File: src/rtl/out_alloc_pkg.sv
package out_alloc_pkg;
  typedef enum logic {
    ALLOC_IDLE = 1'b0,
    ALLOC_HOLD = 1'b1
  } alloc_state_e;
endpackage

File: src/rtl/out_alloc_rr_pick.sv
// Rotating-priority pick: ptr_i is the highest-priority index.
module out_alloc_rr_pick #(
  parameter int unsigned N  = 5,
  parameter int unsigned IW = 3
) (
  input  logic [N-1:0]  req_i,
  input  logic [IW-1:0] ptr_i,
  output logic [N-1:0]  gnt_o,
  output logic          any_o
);
  localparam logic [IW:0] N_W = (IW+1)'(N);

  logic [IW:0] idx;
  logic        found;

  always_comb begin
    gnt_o = '0;
    found = 1'b0;
    idx   = '0;
    for (int k = 0; k < N; k++) begin
      idx = {1'b0, ptr_i} + (IW+1)'(k);
      if (idx >= N_W) idx = idx - N_W;
      if (!found && req_i[idx[IW-1:0]]) begin
        gnt_o[idx[IW-1:0]] = 1'b1;
        found = 1'b1;
      end
    end
    any_o = |req_i;
  end
endmodule

File: src/rtl/out_alloc_oh2idx.sv
module out_alloc_oh2idx #(
  parameter int unsigned N  = 5,
  parameter int unsigned IW = 3
) (
  input  logic [N-1:0]  oh_i,
  output logic [IW-1:0] idx_o
);
  always_comb begin
    idx_o = '0;
    for (int i = 0; i < N; i++) begin
      if (oh_i[i]) idx_o = idx_o | IW'(i);
    end
  end
endmodule

File: src/rtl/out_alloc_ctrl.sv
// Grant lock and priority pointer.
module out_alloc_ctrl
  import out_alloc_pkg::*;
#(
  parameter int unsigned N  = 5,
  parameter int unsigned IW = 3
) (
  input  logic          clk_i,
  input  logic          rst_ni,
  input  logic [N-1:0]  pick_gnt_i,
  input  logic          pick_any_i,
  input  logic          own_last_i,
  output logic          hold_o,
  output logic [N-1:0]  owner_oh_o,
  output logic [IW-1:0] owner_idx_o,
  output logic [IW-1:0] ptr_o
);
  localparam logic [IW-1:0] LAST_IDX = IW'(N-1);

  alloc_state_e  state_q;
  logic [N-1:0]  owner_oh_q;
  logic [IW-1:0] owner_idx_q;
  logic [IW-1:0] ptr_q;
  logic [IW-1:0] pick_idx;

  out_alloc_oh2idx #(.N(N), .IW(IW)) i_enc (
    .oh_i  (pick_gnt_i),
    .idx_o (pick_idx)
  );

  always_ff @(posedge clk_i or negedge rst_ni) begin
    if (!rst_ni) begin
      state_q     <= ALLOC_IDLE;
      owner_oh_q  <= '0;
      owner_idx_q <= '0;
      ptr_q       <= '0;
    end else begin
      unique case (state_q)
        ALLOC_IDLE: begin
          if (pick_any_i) begin
            state_q     <= ALLOC_HOLD;
            owner_oh_q  <= pick_gnt_i;
            owner_idx_q <= pick_idx;
          end
        end
        ALLOC_HOLD: begin
          if (own_last_i) begin
            state_q     <= ALLOC_IDLE;
            owner_oh_q  <= '0;
            owner_idx_q <= '0;
            // served input drops to lowest priority
            ptr_q       <= (owner_idx_q == LAST_IDX) ? '0 : owner_idx_q + 1'b1;
          end
        end
        default: state_q <= ALLOC_IDLE;
      endcase
    end
  end

  assign hold_o      = (state_q == ALLOC_HOLD);
  assign owner_oh_o  = owner_oh_q;
  assign owner_idx_o = owner_idx_q;
  assign ptr_o       = ptr_q;
endmodule

File: src/rtl/out_alloc.sv
module out_alloc #(
  parameter int unsigned N_IN  = 5,
  parameter int unsigned IDX_W = (N_IN > 1) ? $clog2(N_IN) : 1
) (
  input  logic             clk_i,
  input  logic             rst_ni,
  input  logic [N_IN-1:0]  req_i,
  input  logic [N_IN-1:0]  fifo_nempty_i,
  input  logic [N_IN-1:0]  flit_tail_i,
  input  logic             out_ready_i,
  output logic [N_IN-1:0]  grant_o,
  output logic [IDX_W-1:0] sel_o,
  output logic [N_IN-1:0]  fifo_rd_o,
  output logic             out_valid_o
);
  logic [N_IN-1:0]  pick_gnt;
  logic             pick_any;
  logic             hold;
  logic [N_IN-1:0]  owner_oh;
  logic [IDX_W-1:0] owner_idx;
  logic [IDX_W-1:0] ptr;
  logic             own_nempty;
  logic             own_tail;
  logic             xfer;

  out_alloc_rr_pick #(.N(N_IN), .IW(IDX_W)) i_pick (
    .req_i (req_i),
    .ptr_i (ptr),
    .gnt_o (pick_gnt),
    .any_o (pick_any)
  );

  out_alloc_ctrl #(.N(N_IN), .IW(IDX_W)) i_ctrl (
    .clk_i       (clk_i),
    .rst_ni      (rst_ni),
    .pick_gnt_i  (pick_gnt),
    .pick_any_i  (pick_any),
    .own_last_i  (xfer & own_tail),
    .hold_o      (hold),
    .owner_oh_o  (owner_oh),
    .owner_idx_o (owner_idx),
    .ptr_o       (ptr)
  );

  assign own_nempty = |(owner_oh & fifo_nempty_i);
  assign own_tail   = |(owner_oh & flit_tail_i);
  assign xfer       = hold & own_nempty & out_ready_i;

  for (genvar g = 0; g < N_IN; g++) begin : g_rd
    assign fifo_rd_o[g] = owner_oh[g] & xfer;
  end

  assign grant_o     = owner_oh;
  assign sel_o       = owner_idx;
  assign out_valid_o = hold & own_nempty;
endmodule

File: config.mk
export PLATFORM = sky130hd
export DESIGN_NAME = out_alloc
export DESIGN_NICKNAME = d
export VERILOG_FILES = /design/src/rtl/out_alloc_pkg.sv /design/src/rtl/out_alloc_rr_pick.sv /design/src/rtl/out_alloc_oh2idx.sv /design/src/rtl/out_alloc_ctrl.sv /design/src/rtl/out_alloc.sv
export SDC_FILE = /design/constraint.sdc
export NUM_CORES = 1
export LEC_CHECK = 0
export ABC_CLOCK_PERIOD_IN_PS = 9100
export BUFFER_PORTS_ARGS = -buffer_cell sky130_fd_sc_hd__buf_2
export CORE_UTILIZATION = 27
export DETAILED_ROUTE_END_ITERATION = 7
export PLACE_DENSITY = 0.48
export SYNTH_ARGS = -nofsm -noshare
export SYNTH_HDL_FRONTEND = slang
export SYNTH_SLANG_ARGS = --single-unit
File: constraint.sdc
create_clock -name clk_i -period 9.1 [get_ports clk_i]
set_clock_uncertainty 0.1 [all_clocks]
set_input_delay 0.455 -clock clk_i [delete_from_list [all_inputs] [get_ports clk_i]]
set_output_delay 0.455 -clock clk_i [all_outputs]
set_load 0.005 [all_outputs]
== Yosys cells after proc, flatten, opt, wreduce, memory -nomap -nowiden ==
Index checks and enable logic that the tools add are counted.
W data, S select, Z words.

* $add $sub $neg: 10
* Order comparisons: 15
* Equal/unequal tests: 3
* Mux-type cells: 48
* Bitwise operators: 15
* Reductions and logical operators: 18

{| class="wikitable"
|+ Operator list
! operator !! number
|-
| $mux W5 || 7
|-
| $mux W3 || 9
|-
| $lt A3 B4 Y1 const B || 5
|-
| $or A5 B5 Y5 || 4
|-
| $mux W1 || 17
|-
| $ge A4 B3 Y1 const B || 4
|-
| $bmux W1 S3 || 5
|-
| $demux W1 S3 || 5
|-
| $ge A3 B1 Y1 const B || 5
|-
| $reduce_or A5 Y1 || 3
|-
| $sub A3 B3 Y3 const B || 5
|-
| $and A5 B5 Y5 || 2
|-
| $pmux W5 S2 || 1
|-
| $logic_and A1 B1 Y1 || 9
|-
| $add A3 B2 Y4 const B || 2
|-
| $and A1 B1 Y1 || 8
|-
| $pmux W3 S2 || 1
|-
| $add A3 B1 Y4 const B || 1
|-
| $add A3 B3 Y4 const B || 1
|-
| $logic_not A1 Y1 || 4
|-
| $mux W2 || 2
|-
| $ne A2 B1 Y1 const B || 2
|-
| $reduce_and A2 Y1 || 2
|-
| $add A3 B1 Y3 const B || 1
|-
| other kinds (4) || 4
|}

* Flip-flop bits (word level): 12
* Input port bits: 18
* Output and inout port bits: 14
* Logic and storage cells: 113

== Longest topological paths before layout ==
Gate-level depths: netlist of run 1.

* Word-level depth: 23
* Gate-level depth with buffers: 14
* Depth with buffers taken out: 12

== Hierarchy ==
Synthesis of run 1 repeated with hierarchy kept, for this count alone.

* Cells, all modules: 231
* Area, all modules: 1,960.6 um^2

{| class="wikitable"
|+ By module, submodules not included
! module !! instances !! cells each !! area an instance (um^2) !! sequential area each (um^2)
|-
| out_alloc_rr_pick || 1 || 169 || 1,262.5 || 0.0
|-
| out_alloc_ctrl || 1 || 46 || 580.6 || 300.3
|-
| out_alloc || 1 || 13 || 97.6 || 0.0
|-
| out_alloc_oh2idx || 1 || 3 || 20.0 || 0.0
|}

== Least setup slack after synthesis of run 1 ==
Ideal clock, no wire load.

* Kind: reg2reg
* Start point: reg i_ctrl.ptr_q[0] (netlist: i_ctrl.ptr_o[0])
* End point: reg i_ctrl.owner_idx_q[1] (netlist: i_ctrl.owner_idx_o[1])
* Library setup time: 0.064 ns
* Arrival: 3.331 ns
* Required time: 8.936 ns
* Path slack: 5.605 ns
* Cell stages (with the launch flop): 14
* Path buffers: 2
* Clock period less this slack: 3.495 ns
* Cell sequence: dfrtp_1 > buf_2 > buf_4 > inv_2 > ha_1 > inv_1 > fa_1 > nor2_1 > mux4_2 > a21boi_2 > nand2_1 > o311a_1 > a211o_1 > or3b_1

* Cells in the longest elaborated chain, start to end: 22
* Elaborated cells on any way between the ends: 80
* Those cells by class: add/sub (9); order compare (15); mux (39); bitwise (4); reduce/logical (13)

{| class="wikitable"
|+ RTL lines
! element !! line !! RTL
|-
| start, declared || out_alloc_ctrl.sv:23 || <nowiki>logic [IW-1:0] ptr_q;</nowiki>
|-
| start signal, assigned || out_alloc_ctrl.sv:52 || <nowiki>ptr_q <= (owner_idx_q == LAST_IDX) ? '0 : owner_idx_q + 1'b1;</nowiki>
|-
| branches (longest 16 deep; another with $add A3 B1 Y4) || n/a ||
|-
| $mux W5 (*) || out_alloc_rr_pick.sv:23 || <nowiki>if (!found && req_i[idx[IW-1:0]]) begin</nowiki>
|-
| $mux W2 || out_alloc_oh2idx.sv:11 || <nowiki>if (oh_i[i]) idx_o = idx_o | IW'(i);</nowiki>
|-
| $mux W2 (*) || out_alloc_oh2idx.sv:11 ||
|-
| $mux W3 (*) || out_alloc_oh2idx.sv:11 ||
|-
| $mux W3 (*) || out_alloc_ctrl.sv:40 || <nowiki>if (pick_any_i) begin</nowiki>
|-
| $pmux W3 S2 (*) || out_alloc_ctrl.sv:38 || <nowiki>unique case (state_q)</nowiki>
|-
| end signal, assigned || out_alloc_ctrl.sv:43 || <nowiki>owner_idx_q <= pick_idx;</nowiki>
|-
| end, declared || out_alloc_ctrl.sv:22 || <nowiki>logic [IW-1:0] owner_idx_q;</nowiki>
|}

Every way passes the cells marked *. The select of a mux whose other input is x is not followed.
A chain may end at the register's enable or synchronous reset.

== Worst setup path after layout of run 1 ==
* Start point: reg i_ctrl.ptr_q[1] (netlist: i_ctrl.ptr_o[1])
* End point: reg i_ctrl.owner_idx_q[2] (netlist: i_ctrl.owner_idx_o[2])

* Cells in the longest elaborated chain, start to end: 20
* Elaborated cells on any way between the ends: 78
* Those cells by class: add/sub (9); order compare (15); mux (37); bitwise (4); reduce/logical (13)

{| class="wikitable"
|+ RTL lines
! element !! line
|-
| branches (longest 16 deep; another with $add A3 B1 Y4) || n/a
|-
| $mux W5 (*) || out_alloc_rr_pick.sv:23
|-
| $mux W3 (*) || out_alloc_oh2idx.sv:11
|-
| $mux W3 (*) || out_alloc_ctrl.sv:40
|-
| $pmux W3 S2 (*) || out_alloc_ctrl.sv:38
|}

Marks and branches as above.

==> results of run 1 <==
-- path summary, 6_finish.rpt --
kind	end	startpoint	cells after the start	slack, ps
setup reg to reg	i_ctrl.owner_idx_o[2]$_DFFE_PN0P_	i_ctrl.ptr_o[1]$_DFFE_PN0P_	11	4910
hold / removal	i_ctrl.hold_o$_DFF_PN0_	i_ctrl.hold_o$_DFF_PN0_	2	440
min in group asynchronous	i_ctrl.owner_oh_o[2]$_DFFE_PN0P_	rst_ni	2	520
hold reg to reg	i_ctrl.hold_o$_DFF_PN0_	i_ctrl.hold_o$_DFF_PN0_	2	440
setup / recovery	i_ctrl.owner_idx_o[2]$_DFFE_PN0P_	i_ctrl.ptr_o[1]$_DFFE_PN0P_	11	4910
max in group asynchronous	i_ctrl.ptr_o[0]$_DFFE_PN0P_	rst_ni	2	8160
-- layout by cell type, fill, tap and decap left out, types with 3 or more instances in the layout --
cell type | netlist | layout
o2111ai_1 | 4 | 4
nand3_1 | 8 | 8
a21oi_1 | 12 | 12
nor3b_1 | 4 | 4
and3_1 | 6 | 6
a211o_1 | 3 | 3
or3b_1 | 3 | 3
nor2b_1 | 5 | 5
dfrtp_1 | 11 | 11
or4_1 | 3 | 3
nand2_1 | 37 | 37
a31oi_1 | 5 | 5
ha_1 | 10 | 10
nor4_1 | 3 | 3
buf_2 | 6 | 31
mux2i_1 | 6 | 6
clkbuf_8 | 0 | 3
or2_2 | 5 | 5
nand2b_1 | 7 | 7
nor3_1 | 7 | 7
o21ai_0 | 15 | 15
nor2_1 | 21 | 21
o22ai_1 | 3 | 3
a211oi_1 | 7 | 7
inv_1 | 11 | 11
a21o_1 | 5 | 5
nand4_1 | 4 | 4
and2_1 | 3 | 3
a22oi_1 | 3 | 3
-- power breakdown --
group	switching, mW	internal [mW]
clock	0.0184	0.0308
combinational	0.531	0.334
sequential	0.0393	0.0669
total	0.588	0.431
-- stage by stage --
step                      cells  hold WS (ps)
after global routing        390           484
after detailed placement    385           248
after CTS                   390           443
after global placement      385           252
final                       390           437
after floorplan             274          59.4
-- per-layer routing --
metal / track usage / wire [microns]
met1: 0.248 / 2970
met2: 0.276 / 2880
met3: 0.0160 / 299
met4: 0.0611 / 148
met5: 0 / 0
-- cell families after synthesis --
kind of cell               count (synthesis)
buffers and inverters                     29
DFF                                       11
AOI/OAI and AO/OA                         92
muxes                                      7
adders and majority gates                 11
and+or+nand+nor                          124
-- timing repair --
item / CTS / global route
hold endpoints to repair: 11 / 0
setup buffers: 0 / 0
hold buffers: 1 / 0
-- sequential cells by signal, indices dropped and copies added, names as in the netlist --
signal,cells
i_ctrl.ptr_o,3
i_ctrl.hold_o,1
i_ctrl.owner_oh_o,4
i_ctrl.owner_idx_o,3
-- worst reg2reg max path, stage by stage, from the launching register on --
cell and delay, ps:
dfrtp_1 760, inv_1 330, ha_1 320, ha_1 530, a211oi_1 90, or3b_1 460, o311ai_1 410, a31o_2 200
nor2_1 70, o41ai_1 460, a21oi_1 80, o311ai_1 270
-- layout make-up --
type	count	area (sq um)
Fill cell	770	4720
Tap cell	96	120
Clock buffer	4	45.0
Sequential cell	11	275
Inverter	12	45.0
Multi-Input combinational cell	234	1570
Timing Repair Buffer	33	173
==> impl_results.md, run 1 <==
* Status: finished clean
* Maximum root-to-sink buffer count at 2
* Final wirelength at 6.30 mm
* Nets at 324
* Slew headroom at 0.444
* Placer congestion estimate at 0.829
* PwrDens at 459 mW/mm^2
* Post-synthesis compound-gate area fraction at 0.348
* Post-synthesis mux area share at 0.0418
* Vias per inst at 5.65
* Placement Setup Slack at 5010 ps
* Min Clock Period, post-route at 4190 ps
* Initial Util at 0.285
* Worst Setup End Kind: flop
* Final setup margin at 4910 ps
* Most frequent cells after synthesis: 37 x nand2_1, 21 x nor2_1, 15 x o21ai_0, 12 x a21oi_1
* Setup violators final at 0
* Post-DP HPWL at 4.82 mm
* Number of CTS-inserted buffers at 3
* Die area at 0.00766 sq mm
* Number of synthesized flops with an enable pin at 0
* Initial DRC count at 220
* Largest net degree at the start of global routing at 48
* CP delay by family, top: compound AO/OA/AOI/OAI gates
* Area share of fa/ha/maj cells after synthesis at 0.0735
* Startpoint Class: flop
* Antenna violations before repair at 0
* Worst path required time at 9130 ps
* CP max FO at 18
* Share of the synthesized area in the top cell type at 0.139
* Bufs and invs on worst path at 1
* Synth Cell Area at 0.00198 sq mm
* Util after Layout at 0.320
* Distinct cells, synth at 67
* Global Route Usage Sum at 0.174
* Hold Crit Class: flop to flop
* Via count at 2202
* Worst Path Class, Setup: flop to flop
* Critical Path Max Stage Delay at 760 ps
* N_diodes at 0
* Wirelength per Cell at 16.2 microns
* Worst-Skew Late Latency at 240 ps
* Reg clk slew, reported paths at 50 ps
* Leakage power at 0.960 nW
* Pwr Total at 1.02 mW
* Fmax at 0.239 GHz
* Clock Sinks at 11
* Pins Over Slew Limit at 0
* Vias in the first global route at 2032
* Post-synthesis sequential area ratio at 0.139
* Fin area at 0.00222 sq mm
* Xor/xnor share of the synthesized area at 0
* I/O pins at 32
* Maxcap violations at 0
* Dpl cell area at 0.00217 sq mm
* Grt total ovfl at 0
* Post-route ant nets at 0
* I/O Buffers at 31
* Final period util at 0.460
* Peak supply drop at 110 uV
* Drt pass-1 iters at 5
* Count leader, synth: nand2_1
* Critical-path cell list: inv_1 -> ha_1 -> ha_1 -> a211oi_1 -> or3b_1 -> o311ai_1 -> a31o_2 -> nor2_1 -> o41ai_1 -> a21oi_1 -> o311ai_1
* Post-CTS Resized at 0
* Htree depth at 1
* Top post-synthesis cells by area: dfrtp_1 14%, nand2_1 7.0%, ha_1 6.3%, nor2_1 4.0%, o21ai_0 3.8%
* Root buffer cell: clkbuf_8
* Post-Synthesis Cells at 274
* First-pass GRT wire length at 10.4 mm
* Syn Area/Cell at 7.21 sq um
* Final Hold Vio Count at 0
* Ys flop type: dfrtp_1
* Unrepaired setup endpoints after global routing: false
* Critical-path top delay cell: dfrtp_1
* Largest family of logic cells by synthesized area: compound AO/OA/AOI/OAI gates
* Chip height at 87.5 microns
* Synth Net Count at 303
* Critical Path AT at 4220 ps
* Core area at 0.00694 sq mm
* Row count at 30
* Synth warn at 0
* Synth Area in Simple Gates at 0.329
* Die Width at 87.5 microns
* Setup Total Neg Slack at 0 ps
* Flops & latches, synth at 11
* Synth area leader: dfrtp_1
* Drc violations at 0
* Worst-margin pin slew at 834 ps
* Ys async rst share at 1.00
* CTS tree: yes
* Area grow syn2layout at 12.5%
* Fraction of layout cells with a size suffix above 1 at 0.180
No activity file was read; power rests on OpenSTA's default activity.
==> inputs of run 2 (changes only) <==
- ABC_AREA: default -> 1
- ABC_CLOCK_PERIOD_IN_PS: 9100 -> 3800
- PLACE_DENSITY: 0.48 -> 0.5
- clock period: 9.1 -> 3.8 ns (I/O delays scaled with it)
==> run 2 against run 1 <==
  * Global-route usage is 2.1 points lower
  * Flip-flop and latch count stayed put
  * First-iteration DRC count is 3.2% lower
  * Synthesized area is 11% lower
  * Critical endpoint is now i_ctrl.owner_oh_o[3]$_DFFE_PN0P_
  * Critical path depth is 6 higher
  * Sequential share of layout area is 1.2 points higher
==> impl_results.md, run 2 <==
* Status: finished clean
* Area grow syn2layout at 16.0%
* Initial Util at 0.287 (+0.00244)
* Reg clk slew, reported paths at 50 ps (about the same)
* I/O Buffers at 31 (unchanged)
* Critical Path AT at 3340 ps (-880 ps)
* WL met1 at 2.64 mm (-11%)
* Final wirelength at 5.02 mm (-20%)
* Drc violations at 0 (unchanged)
* Htree depth at 1 (unchanged)
* Post-CTS Setup Repair Bufs at 0 (unchanged)
* N_diodes at 0 (unchanged)
* Final setup margin at 514 ps (-4400 ps)
* Chip height at 82.5 microns (-5.8%)
* Antenna violations before repair at 0 (unchanged)
* Maximum root-to-sink buffer count at 2 (unchanged)
* Die Width at 82.5 microns (-5.8%)
* Setup violators final at 0 (unchanged)
* Drt pass-1 iters at 5 (unchanged)
* Most frequent cells in the layout: 112 x nand2_1, 38 x nand3_1, 35 x inv_1, 35 x nor2_1, 31 x buf_2
* Dpl cell area at 0.00197 sq mm (-8.9%)
* Min Clock Period, post-route at 3290 ps (-904 ps)
* Count leader, synth: nand2_1
* Grt total ovfl at 0 (unchanged)
* Max reg flops at 4 (unchanged)
* Post-DP HPWL at 4.18 mm (-13%)
* Flops & latches, synth at 11 (unchanged)
* Final Hold Vio Count at 0 (unchanged)
* Min Hold Slack at 251 ps (-186 ps)
* DR top layer: met4
* CP max FO at 12 (-6)
* Synth area leader: nand2_1
* I/O pins at 32 (unchanged)
* Number of CTS-inserted buffers at 3 (unchanged)
* Unrepaired setup endpoints after global routing: false
* Slew headroom at 0.549 (+0.105)
* Fraction of layout cells with a size suffix above 1 at 0.159 (-0.0213)
* Row count at 28 (-6.7%)
* Worst-margin pin slew at 669 ps (-165 ps)
* Wirelength per Cell at 11.9 microns (-26%)
* Post-synthesis sequential area ratio at 0.157 (+0.0180)
* Global Route Usage Sum at 0.153 (-0.0209)
* Number of synthesized flops with an enable pin at 0 (unchanged)
* Worst Path Class, Setup: flop to flop
* Setup Total Neg Slack at 0 ps (unchanged)
* Synth Cell Area at 0.00175 sq mm (-11%)
* First-pass GRT wire length at 8.05 mm (-23%)
* Maxcap violations at 0 (unchanged)
* Startpoint Class: flop
* Commonest non-fill, non-tap cell in the layout: nand2_1
* Met2 wire length at 2.17 mm (-25%)
* Synth warn at 0 (unchanged)
* Met3 wire length at 173 microns (-42%)
* Pins Over Slew Limit at 0 (unchanged)
* Post-route ant nets at 0 (unchanged)
* Synth Net Count at 342 (+13%)
* Worst-Skew Late Latency at 230 ps (about the same)
* Fmax at 0.304 GHz (+28%)
* Root buffer cell: clkbuf_8
* Top post-synthesis cells by area: nand2_1 24%, dfrtp_1 16%, nand3_1 11%, inv_1 7.5%, nor2_1 7.5%
* Worst Setup End Kind: flop
* Ys async rst share at 1.00 (unchanged)
* Fin area at 0.00203 sq mm (-8.7%)
* Distinct cells, synth at 30 (-55%)
* Via count at 1999 (-9.2%)
* Nets at 376 (+16%)
* Vias per inst at 4.75 (-16%)
* Share of the synthesized area in the top cell type at 0.240 (+0.101)
* CTS tree: yes
* Most frequent cells after synthesis: 112 x nand2_1, 38 x nand3_1, 35 x inv_1, 35 x nor2_1
* Syn Area/Cell at 5.59 sq um (-22%)
* Final period util at 0.865 (+0.404)
* Post-CTS Resized at 0 (unchanged)
* Largest net degree at the start of global routing at 18 (-63%)
* Post-Synthesis Cells at 313 (+14%)
* Initial DRC count at 213 (-3.2%)
* Core area at 0.00610 sq mm (-12%)
* Hold Crit Class: primary input to flop
* Worst path required time at 3860 ps (-5270 ps)
* Clock Sinks at 11 (unchanged)
* Placer congestion estimate at 0.799 (-3.7%)
* Die area at 0.00680 sq mm (-11%)
* Ys flop type: dfrtp_1
* Placement Setup Slack at 597 ps (-4420 ps)
* Vias in the first global route at 1692 (-17%)
==> run 2: critical path, stage by stage (launching register included) <==
cell and delay [ps]:
dfrtp_1 380, inv_2 200, ha_1 190, inv_1 70, fa_1 360, inv_1 100
nand2_1 140, o21ai_0 570, inv_1 180, nand2_1 110, nand2_1 80, a21boi_1 160
nand3_2 150, nor2_1 110, nor2_1 50, nand3_1 60, nand2_1 100, o21ai_1 110
==> run 2: stage by stage <==
step,std cells,util
after global placement,416,0.324
after floorplan,313,-
after global routing,421,0.333
after CTS,421,0.333
after detailed placement,416,0.324
final,421,0.333
==> run 2: final cells by class <==
cell class / instances / area (sq um)
Fill cell: 689 / 4070
Multi-Input combinational cell: 258 / 1290
Sequential cell: 11 / 275
Timing Repair Buffer: 33 / 173
Inverter: 40 / 150
Tap cell: 75 / 93.8
Clock buffer: 4 / 45.0
==> run 2: what timing repair did <==
item	4_1_cts	5_1_grt
endpoints found under the setup margin	0	0
hold buffers	1	0
endpoints found under the hold margin	11	0
==> run 2: logic make-up after synthesis <==
kind of cell,synth area share
and+or+nand+nor,0.535
buffers and inverters,0.104
AOI/OAI and AO/OA,0.0966
adders and majority gates,0.0830
DFF,0.157
xor gates and xnor gates,0.0243
==> run 2: worst paths after layout <==
check | startpoint | end | slack (ps) | cells past startpoint
max in group asynchronous | rst_ni | i_ctrl.owner_idx_o[1]$_DFFE_PN0P_ | 3140 | 2
min reg2reg | i_ctrl.owner_oh_o[0]$_DFFE_PN0P_ | i_ctrl.owner_oh_o[0]$_DFFE_PN0P_ | 480 | 2
max | i_ctrl.ptr_o[0]$_DFFE_PN0P_ | i_ctrl.owner_oh_o[3]$_DFFE_PN0P_ | 510 | 17
min in group asynchronous | rst_ni | i_ctrl.owner_oh_o[2]$_DFFE_PN0P_ | 260 | 2
min | req_i[4] | i_ctrl.hold_o$_DFF_PN0_ | 250 | 3
max reg2reg | i_ctrl.ptr_o[0]$_DFFE_PN0P_ | i_ctrl.owner_oh_o[3]$_DFFE_PN0P_ | 510 | 17
==> run 2: metal layers <==
metal,vias up,GRT usage
li1,1073,-
met3,4,0.0165
met4,0,0.0259
met1,875,0.240
met5,-,0
met2,47,0.225
Power of run 2 is not shown: default switching activity piles up to over one toggle a cycle in this logic, so the estimate is an artifact.
==> inputs of run 3 (changes only) <==
- CTS_BUF_LIST: default -> sky130_fd_sc_hd__clkbuf_16
==> run 3 against run 2 <==
  * Highest routed layer unchanged
  * Cell count unchanged
  * First-iteration DRC count fell by 23%
  * Utilization is 0.55 points higher
==> impl_results.md, run 3 (synthesis gave the netlist of run 2 again) <==
* Startpoint Class: flop
* Fmax at 0.307 GHz (+0.99%)
* Worst Path Class, Setup: flop to flop
* Worst-margin pin slew at 628 ps (-40.6 ps)
* Max reg flops at 4 (unchanged)
* CTS tree: yes
* Htree depth at 1 (unchanged)
* Critical Path AT at 3310 ps (-30 ps)
* Vias in the first global route at 1706 (+0.83%)
* Unrepaired setup endpoints after global routing: false
* Util after Layout at 0.338 (+0.00554)
* Clock Sinks at 11 (unchanged)
* Slew headroom at 0.577 (+0.0274)
* I/O pins at 32 (unchanged)
* Status: finished clean
* Setup Total Neg Slack at 0 ps (unchanged)
* Setup violators final at 0 (unchanged)
* Worst-Skew Late Latency at 230 ps (about the same)
* Reg2reg setup slack at 550 ps (+30 ps)
* Pins Over Slew Limit at 0 (unchanged)
* Drc violations at 0 (unchanged)
* Global Route Usage Sum at 0.154 (+0.000693)
* Die Width at 82.5 microns (unchanged)
* Worst path required time at 3850 ps (about the same)
* Hold Crit Class: primary input to async pin
* Final wirelength at 5.04 mm (+0.46%)
* Vias per inst at 4.73 (-0.30%)
* Worst Setup End Kind: flop
* Via count at 1993 (-0.30%)
* Maximum root-to-sink buffer count at 2 (unchanged)
* Initial Util at 0.287 (unchanged)
* Chip height at 82.5 microns (unchanged)
* Most frequent cells in the layout: 112 x nand2_1, 38 x nand3_1, 36 x inv_1, 35 x nor2_1, 31 x buf_2
* Commonest non-fill, non-tap cell in the layout: nand2_1
* Drt pass-1 iters at 5 (unchanged)
* Fraction of layout cells with a size suffix above 1 at 0.159 (unchanged)
* Initial DRC count at 165 (-23%)
* Grt total ovfl at 0 (unchanged)
* Register Area at 275 sq um (unchanged)
* N_diodes at 0 (unchanged)
* Wirelength per Cell at 12.0 microns (+0.46%)
* Die area at 0.00680 sq mm (unchanged)
* Post-DP HPWL at 4.18 mm (unchanged)
* Min Hold Slack at 256 ps (+4.83 ps)
* Number of CTS-inserted buffers at 3 (unchanged)
* Fill cells at 685 (-0.58%)
* First-pass GRT wire length at 8.07 mm (+0.35%)
* CP max FO at 12 (unchanged)
* Maxcap violations at 0 (unchanged)
* I/O Buffers at 31 (unchanged)
* Largest net degree at the start of global routing at 18 (unchanged)
* Min Clock Period, post-route at 3250 ps (-32.3 ps)
* Area grow syn2layout at 18.0%
* Final Hold Vio Count at 0 (unchanged)
* Antenna violations before repair at 0 (unchanged)
* Root buffer cell: clkbuf_16
* Core area at 0.00610 sq mm (unchanged)
* Post-route ant nets at 0 (unchanged)
* Final period util at 0.856 (-0.00851)
* Row count at 28 (unchanged)
* Reg clk slew, reported paths at 40 ps (about the same)
* Placer congestion estimate at 0.799 (unchanged)
* Nets at 376 (unchanged)
* Post-CTS Setup Repair Bufs at 0 (unchanged)
* Multi-input gate area at 0.00129 sq mm (unchanged)
## run 3: critical path, stage by stage, from the launching register on
cell and delay (ps):
dfrtp_1 380, inv_2 210, ha_1 190, inv_1 60, fa_1 360, inv_1 100
nand2_1 130, o21ai_0 540, inv_1 180, nand2_1 100, nand2_1 70, a21boi_1 160
nand3_2 140, nor2_1 110, nor2_1 50, nand3_1 60, nand2_1 100, o21ai_1 110
## run 3: layout make-up
| class | count | area share |
|---|---|---|
| timing repair buffer | 33 | 0.0837 |
| inverter | 40 | 0.0728 |
| tap | 75 | 0.0455 |
| multi-input combinational | 258 | 0.626 |
| clock buffer | 3 | 0.0364 |
| clock inverter | 1 | 0.00182 |
| sequential | 11 | 0.133 |
## run 3: routing by layer
metal,wire length [microns],part of all wire,vias to the layer above,global-route usage
met3,179,0.036,4,0.0198
met1,2590,0.51,862,0.238
li1,-,-,1074,-
met5,0,0,-,0
met4,36,0.0071,0,0.0207
met2,2230,0.44,53,0.230
## run 3: metrics by stage
step / setup WS (ps) / instances / instance area (sq um)
floorplan: 1000 / 313 / 1750
global placement: 524 / 416 / 1970
detailed placement: 597 / 416 / 1970
CTS: 587 / 421 / 2060
global route: 216 / 421 / 2060
finish: 547 / 421 / 2060
## run 3: final timing paths
kind | startpoint | end | cells past startpoint
setup / recovery | i_ctrl.ptr_o[0]$_DFFE_PN0P_ | i_ctrl.owner_oh_o[3]$_DFFE_PN0P_ | 17
hold / removal | rst_ni | i_ctrl.owner_oh_o[1]$_DFFE_PN0P_ | 2
setup reg to reg | i_ctrl.ptr_o[0]$_DFFE_PN0P_ | i_ctrl.owner_oh_o[3]$_DFFE_PN0P_ | 17
hold reg to reg | i_ctrl.owner_oh_o[0]$_DFFE_PN0P_ | i_ctrl.owner_oh_o[0]$_DFFE_PN0P_ | 2
max in group asynchronous | rst_ni | i_ctrl.ptr_o[0]$_DFFE_PN0P_ | 2
min in group clk_i | req_i[4] | i_ctrl.hold_o$_DFF_PN0_ | 3
## run 3: repair_timing
action	in CTS	in global routing
resized for setup	0	0
hold buffers	1	0
endpoints found under the hold margin	11	0
Power of run 3 is left out for the same reason.
